## src/rtl/pctu_pkg.sv

```systemverilog
package pctu_pkg;
  localparam int ADDR_W = 16;
  localparam int BYTE_W = 8;

  typedef enum logic [1:0] {
    CLS_REL   = 2'b00,
    CLS_BLOCK = 2'b01,
    CLS_LONG  = 2'b10,
    CLS_TABLE = 2'b11
  } op_class_e;

  typedef struct packed {
    logic loadEn;
    logic selRel;
    logic selBlock;
    logic selLong;
    logic selTable;
    logic tableFromPtr;
  } pctu_strobe_t;
endpackage

```

## src/rtl/pctu_ctrl.sv

```systemverilog
module pctu_ctrl
  import pctu_pkg::*;
(
  input  logic         clk,
  input  logic         rst_n,
  input  logic         reqValid,
  input  logic [1:0]   opClass,
  input  logic         tableUsePtr,
  output pctu_strobe_t strobe,
  output logic         outValid
);
  op_class_e cls;

  always_comb begin
    cls = op_class_e'(opClass);
    strobe = '0;
    strobe.loadEn = reqValid;
    unique case (cls)
      CLS_REL:   strobe.selRel   = 1'b1;
      CLS_BLOCK: strobe.selBlock = 1'b1;
      CLS_LONG:  strobe.selLong  = 1'b1;
      CLS_TABLE: strobe.selTable = 1'b1;
      default:   strobe.selRel   = 1'b1;
    endcase
    strobe.tableFromPtr = tableUsePtr;
  end

  always_ff @(posedge clk) begin
    if (!rst_n) outValid <= 1'b0;
    else        outValid <= reqValid;
  end
endmodule

```

## src/rtl/pctu_datapath.sv

```systemverilog
module pctu_datapath
  import pctu_pkg::*;
#(
  parameter int AW = ADDR_W,
  parameter int BW = BYTE_W,
  parameter int PAGE_BITS = 11
) (
  input  logic          clk,
  input  logic          rst_n,
  input  pctu_strobe_t  strobe,
  input  logic [AW-1:0] curPc,
  input  logic [1:0]    instLen,
  input  logic [BW-1:0] opcode,
  input  logic [BW-1:0] operand1,
  input  logic [BW-1:0] operand2,
  input  logic [BW-1:0] accum,
  input  logic [AW-1:0] dataPtr,
  output logic [AW-1:0] fallThru,
  output logic [AW-1:0] branchTarget,
  output logic [AW-1:0] codeAddr
);
  localparam int HI_FROM_OP = PAGE_BITS - BW;
  localparam int EXT_W = AW - BW;

  logic [AW-1:0] nextPc, relTgt, blockTgt, longTgt, tblBase, tblAddr;
  logic [AW-1:0] tgtMux, addrMux;

  always_comb begin
    nextPc   = curPc + AW'(instLen);
    relTgt   = nextPc + {{EXT_W{operand1[BW-1]}}, operand1};
    blockTgt = {nextPc[AW-1:PAGE_BITS], opcode[BW-1 -: HI_FROM_OP], operand1};
    longTgt  = AW'({operand1, operand2});
    tblBase  = strobe.tableFromPtr ? dataPtr : nextPc;
    tblAddr  = tblBase + {{EXT_W{1'b0}}, accum};
    tgtMux   = nextPc;
    addrMux  = '0;
    if (strobe.selRel)   tgtMux = relTgt;
    if (strobe.selBlock) tgtMux = blockTgt;
    if (strobe.selLong)  tgtMux = longTgt;
    if (strobe.selTable) addrMux = tblAddr;
  end

  always_ff @(posedge clk) begin
    if (!rst_n) begin
      fallThru     <= '0;
      branchTarget <= '0;
      codeAddr     <= '0;
    end else if (strobe.loadEn) begin
      fallThru     <= nextPc;
      branchTarget <= tgtMux;
      codeAddr     <= addrMux;
    end
  end
endmodule

```

## src/rtl/pc_target_unit.sv

```systemverilog
module pc_target_unit
  import pctu_pkg::*;
(
  input  logic        clk,
  input  logic        rst_n,
  input  logic        reqValid,
  input  logic [15:0] curPc,
  input  logic [1:0]  instLen,
  input  logic [1:0]  opClass,
  input  logic [7:0]  opcode,
  input  logic [7:0]  operand1,
  input  logic [7:0]  operand2,
  input  logic [7:0]  accum,
  input  logic [15:0] dataPtr,
  input  logic        tableUsePtr,
  output logic        outValid,
  output logic [15:0] fallThru,
  output logic [15:0] branchTarget,
  output logic [15:0] codeAddr
);
  pctu_strobe_t strobe;

  pctu_ctrl u_ctrl (
    .clk(clk), .rst_n(rst_n), .reqValid(reqValid), .opClass(opClass),
    .tableUsePtr(tableUsePtr), .strobe(strobe), .outValid(outValid)
  );

  pctu_datapath u_dp (
    .clk(clk), .rst_n(rst_n), .strobe(strobe), .curPc(curPc),
    .instLen(instLen), .opcode(opcode), .operand1(operand1),
    .operand2(operand2), .accum(accum), .dataPtr(dataPtr),
    .fallThru(fallThru), .branchTarget(branchTarget), .codeAddr(codeAddr)
  );
endmodule

```

## config.mk

```make
export PLATFORM = sky130hd
export DESIGN_NAME = pc_target_unit
export DESIGN_NICKNAME = d
export VERILOG_FILES = /design/src/rtl/pctu_pkg.sv /design/src/rtl/pctu_ctrl.sv /design/src/rtl/pctu_datapath.sv /design/src/rtl/pc_target_unit.sv
export SDC_FILE = /design/constraint.sdc
export NUM_CORES = 1
export LEC_CHECK = 0
export ABC_AREA = 1
export ABC_CLOCK_PERIOD_IN_PS = 2800
export CORE_MARGIN = 2
export CORE_UTILIZATION = 41
export CTS_BUF_LIST = sky130_fd_sc_hd__clkbuf_16
export DETAILED_ROUTE_END_ITERATION = 7
export DONT_BUFFER_PORTS = 1
export SYNTH_ARGS = -nofsm -noshare
export SYNTH_HDL_FRONTEND = slang
export SYNTH_SLANG_ARGS = --single-unit
```

## constraint.sdc

```tcl
create_clock -name clk -period 2.8 [get_ports clk]
set_input_delay 0.14 -clock clk [delete_from_list [all_inputs] [get_ports clk]]
set_output_delay 0.14 -clock clk [all_outputs]
set_load 0.01 [all_outputs]
```

=== Word level (Yosys, flattened, before mapping) ===
Cells that the tools add are included.
W data, S select, Z words.

* Output and inout bits: 49
* Input port bits: 72
* Logic and storage cells: 20
* Bits in registers: 49

* Reductions and logical operators: 1
* Multiplexer cells: 9
* Equal/unequal tests: 3
* Add/sub/neg operators: 3

{| class="wikitable"
|+ Operators by type and width
! kind !! number
|-
| $mux W16 || 5
|-
| $add A16 B16 Y16 || 1
|-
| $add A16 B2 Y16 || 1
|-
| $add A16 B8 Y16 || 1
|-
| $eq A2 B2 Y1 const B || 2
|-
| $mux W1 || 4
|-
| $eq A2 B1 Y1 const B || 1
|-
| $logic_not A2 Y1 || 1
|}

=== Logic depth before layout (Yosys ltp) ===
* Word-level depth: 5
* Mapped depth: 21
* Gate-level depth less buffers: 21

=== Cells and area by module ===
A second synthesis with hierarchy kept.

* Cell total of the unflattened synthesis: 667
* Area total of the unflattened synthesis: 4181.5 µm²

{| class="wikitable"
|+ By module, submodules not included
! module !! cells an instance !! times used !! sequential area each (µm²) !! area an instance (µm²)
|-
| pctu_datapath || 655 || 1 || 960.9 || 4112.7
|-
| pctu_ctrl || 12 || 1 || 20.0 || 68.8
|}

=== Worst setup path after synthesis ===
OpenSTA, ideal clock, no wires.

* Kind: input -> register
* Start point: in curPc[0]
* End point: reg u_dp.codeAddr[14]
* Required time: 2733 ps
* Library setup time: 67 ps
* Path buffers: 0
* Arrival: 2601 ps
* Path slack: 132 ps
* Stages: 17
* Cells stage by stage: ha_1 > fa_1 > inv_1 > o21ai_0 > inv_1 > fa_1 > o21ai_0 > nand2_1 > nand2_1 > a21oi_1 > nor2_2 > nand2_2 > nor2_4 > nand3_1 > nand2_1 > nand2_1 > a21oi_2

* Cells in the longest elaborated chain, start to end: 4

{| class="wikitable"
|+ Ends and longest elaborated chain
! what !! line !! RTL
|-
| start: declaration || pc_target_unit.sv:7 || <nowiki>input logic [15:0] curPc,</nowiki>
|-
| $add A16 B2 Y16 || pctu_datapath.sv:29 || <nowiki>nextPc = curPc + AW'(instLen);</nowiki>
|-
| via u_dp.nextPc[1] || pctu_datapath.sv:25 || <nowiki>logic [AW-1:0] nextPc, relTgt, blockTgt, longTgt, tblBase, tblAddr;</nowiki>
|-
| $mux W16 || pctu_datapath.sv:33 || <nowiki>tblBase = strobe.tableFromPtr ? dataPtr : nextPc;</nowiki>
|-
| $add A16 B8 Y16 || pctu_datapath.sv:34 || <nowiki>tblAddr = tblBase + {{EXT_W{1'b0}}, accum};</nowiki>
|-
| $mux W16 || pctu_datapath.sv:40 || <nowiki>if (strobe.selTable) addrMux = tblAddr;</nowiki>
|-
| end signal: assignment || pctu_datapath.sv:51 || <nowiki>codeAddr <= addrMux;</nowiki>
|-
| end: declaration || pctu_datapath.sv:20 || <nowiki>output logic [AW-1:0] codeAddr</nowiki>
|}

The timed path passes the listed nets, and every way through them passes these cells.
A chain may end at the register's enable or synchronous reset.

=== Worst setup path after layout ===
* Start point: in curPc[0]
* End point: reg u_dp.branchTarget[10]

* Cells in the longest elaborated chain, start to end: 5

{| class="wikitable"
|+ Ends and longest elaborated chain
! what !! line !! RTL
|-
| $add A16 B2 Y16 || pctu_datapath.sv:29 ||
|-
| via u_dp.nextPc[7] || pctu_datapath.sv:25 ||
|-
| $add A16 B16 Y16 || pctu_datapath.sv:30 || <nowiki>relTgt = nextPc + {{EXT_W{operand1[BW-1]}}, operand1};</nowiki>
|-
| $mux W16 || pctu_datapath.sv:37 || <nowiki>if (strobe.selRel) tgtMux = relTgt;</nowiki>
|-
| $mux W16 || pctu_datapath.sv:38 || <nowiki>if (strobe.selBlock) tgtMux = blockTgt;</nowiki>
|-
| $mux W16 || pctu_datapath.sv:39 || <nowiki>if (strobe.selLong) tgtMux = longTgt;</nowiki>
|-
| end signal: assignment || pctu_datapath.sv:50 || <nowiki>branchTarget <= tgtMux;</nowiki>
|-
| end: declaration || pctu_datapath.sv:19 || <nowiki>output logic [AW-1:0] branchTarget,</nowiki>
|}

The timed path passes the listed nets, and every way through them passes these cells.

==> summary.md <==
| Metric | Value |
|---|---|
| Status | complete, no violations |
| H-tree levels | 2 |
| Die X-Extent | ~100 µm |
| CTS Sinks | 49 |
| Share of cells above drive strength 1 | a little over an eighth |
| Die height | 103 µm |
| Routability cong. | between 0.9 and 1 |
| Final nets | just under 800 |
| DR DRC count | 0 |
| Reg-to-reg endpoint | u_dp.fallThru[1] |
| HPWL Detailed | between 10000 and 15000 µm |
| Max rail drop VDD | 262 µV |
| GR Overflow Total | 0 |
| Synth area leaders | dfxtp_1, nand2_1, ha_1, a21oi_1, inv_1 |
| Placement Rows | 36 |
| RSZ-0062 raised after global routing | yes |
| Crit. Startpoint | curPc[0] |
| Detailed Route WL | about 13000 µm |
| Final Max Slew Viols | 0 |
| Post-synthesis area per instance | 6.31 µm² |
| CTS tree | done |
| CTS Buf Count | 5 |
| Max-Cap Viols | 0 |
| Vias in the first global route | 4031 |
| Initial Util | between 40% and 50% |
| Register bit total from synthesis | 49 |
| Skew-Pair Late Insertion Delay | 290 ps |
| Worst-case reg-to-reg path depth | 3 |
| Post-placement setup slack | -148 ps |
| First-pass GRT wire length | between 20000 and 25000 µm |
| Post-synth EDFFs | 0 |
| DRT iter0 DRCs | ~190 |
| Port Buffers | 0 |
| Setup ws final | 209 ps |
| Clk slew on worst S/H paths | ~70 ps |
| Core Util, Final | 48.5% |
| Ys async rst share | 0% |
| Mapped cell area | 4020 µm² |
| Drt first pass iters | 5 |
| Remaining antenna violation count | 0 |
| Post-synthesis net count | 741 |
| Wire per inst | 16.0 µm |
| Hold Path Class | input port to register |
| Global Route Usage Sum | 24.4% |
| Worst Max-Slew Pin Slew | 820 ps |
| Via Count | 4266 |
| Post-synth top flop | dfxtp_1 |
| R2R Setup Slk | 1550 ps |
| Worst EP arrival | 2730 ps |
| Final Critical Period | 2590 ps |
| CTS root buf | clkbuf_16 |
| Fmax | 0.386 GHz |
| Final Hold Vio Count | 0 |
| Slew headroom | 45.2% |
| Core Area | roughly 9600 µm² |
| CP endpoint | u_dp.branchTarget[10] |
| Final setup fails | 0 |
| Diode count | 0 |
| Layout Area Growth over Synthesis | 16.1% |
| Critical Path RT | just under 3000 ps |
| Netlist cell types | 39 |
| Initial antenna violation count | 0 |
| Leakage power | 2.29 nW |
| Largest net degree at the start of global routing | 38 |
| Pwr dens | 455 nW/µm² |
| Sequential area share after synthesis | 24.4% |
| IO Pins | 121 |
| Top cell type's share of synthesized area | around 24% |
| Cell taking the most area after synthesis | dfxtp_1 |
| Setup crit end kind | register |
| Setup CP Type | input port to register |
| Final worst-path cycle share | 92.5% |
| Worst r2r src | u_dp.fallThru[1] |
| Crit-path max FO | 4 |
| Detailed-route vias per instance | 5.28 |
| Max Root-Sink Buffers | 2 |
| Die Area | approximately 11000 µm² |
| Startpoint types | input port |
| Skew final | 0 ps |
| Cells after synthesis | 638 |
| Yosys warnings | 0 |
routing by layer:
metal  GRT usage [%]  wire length, µm
met5               0                0
met4            6.07              246
met3            7.39             1250
met2            39.5             5820
met1            31.9             5600
power breakdown:
group | leakage, nW | switching [mW] | internal, mW
logic | 1.81 | 0.370 | 0.277
registers | 0.404 | 0.0507 | 0.742
clock network | 0.0797 | 0.270 | 0.416
total | 2.29 | 0.691 | 1.43
cells by family after synthesis:
| logic type | after synthesis | synth area share, % |
|---|---|---|
| simple gates | 312 | 34.4 |
| xor+xnor | 13 | 2.83 |
| fa+ha+maj | 31 | 10.2 |
| flops | 49 | 24.4 |
| buf+inv | 98 | 9.24 |
| compound gates | 135 | 19.0 |
Yosys cell counts, types with 5 or more instances:
master / count
a21oi_1: 56
ha_1: 28
or2_2: 5
xnor2_1: 6
o21ai_0: 46
xor2_1: 7
nand2_2: 10
inv_1: 74
a21boi_0: 6
dfxtp_1: 49
nand2_1: 187
o211ai_1: 8
nand4_1: 10
nand3_1: 41
nor2_1: 39
clkbuf_1: 17
layout by cell type (no fill, tap or decap), drive strengths merged:
| cell type | instances |
|---|---|
| a21oi | 58 |
| fa | 3 |
| nor3 | 2 |
| xnor2 | 6 |
| o211ai | 8 |
| inv | 76 |
| nand2 | 197 |
| buf | 48 |
| nand3 | 45 |
| nor2 | 47 |
| o21ai | 46 |
| a211oi | 1 |
| and2 | 1 |
| a22oi | 2 |
| ha | 28 |
| a21boi | 6 |
| nand4 | 10 |
| a21o | 2 |
| or2 | 6 |
| a31oi | 4 |
| xor2 | 7 |
| clkbuf | 5 |
| o21bai | 5 |
| o221ai | 1 |
| o2111ai | 2 |
| nand3b | 3 |
| bufinv | 1 |
| dlygate4sd3 | 3 |
| dfxtp | 49 |
| clkinv | 2 |
| and3 | 1 |
repair_timing:
item                                    CTS  global route
hold buffers                              3             0
buffers inserted                          0             0
hold endpoints to repair                 16             0
endpoints found under the setup margin    0             9
resized for setup                         0             5
flip-flops by register name (all words and copies together), names as in the netlist:
| register | flops |
|---|---|
| u_dp.fallThru | 16 |
| u_ctrl.outValid | 1 |
| u_dp.codeAddr | 16 |
| u_dp.branchTarget | 16 |
stage by stage:
step / instances / instance area, µm² / hold WS (ps) / TNS, ps / power [mW]
5_1_grt: 808 / 4670 / 25.5 / -47.2 / 2.26
4_1_cts: 808 / 4660 / 6.46 / 0 / 2.13
3_5_place_dp: 798 / 4470 / 246 / -950 / 1.44
2_1_floorplan: 638 / 4020 / 252 / 0 / 1.24
3_3_place_gp: 798 / 4470 / 248 / -219 / 1.42
6_report: 808 / 4670 / 9.80 / 0 / 2.13
how the worst min path moves through the flow:
| stage | cells past startpoint | slack (ps) | to | startpoint |
|---|---|---|---|---|
| after floorplan | 2 | 250 | u_ctrl.outValid | rst_n |
| after global placement | 1 | 250 | u_dp.fallThru[1] | reqValid |
| after detailed placement | 1 | 250 | u_dp.fallThru[1] | reqValid |
| after CTS | 2 | 6 | u_dp.fallThru[15] | reqValid |
| after global routing | 2 | 30 | u_dp.branchTarget[0] | operand2[0] |
| final | 2 | 10 | u_dp.fallThru[15] | reqValid |
layout make-up:
type / count / area (µm²)
sequential: 49 / 981
fill: 1064 / 4970
inverter: 77 / 289
timing repair buffer: 51 / 390
multi-input combinational: 491 / 2690
tap: 133 / 166
clock buffer: 5 / 125
clock inverter: 2 / 35.0
worst max-delay path, cell delays in order:
cell      delay (ps)
ha_1             220
buf_4            150
nand3_1           90
nand2_2           70
nand2_1          100
inv_1             60
or2_2            260
nand2_1          150
inv_1             60
ha_1             320
a21o_1           200
nor2_1           100
nand2_1          100
nand2_1           80
nand2_1          110
xnor2_1          180
nor2_1            90
o21bai_1         170
a21oi_1           80
Note: power is estimated with default switching activity, not from simulation.
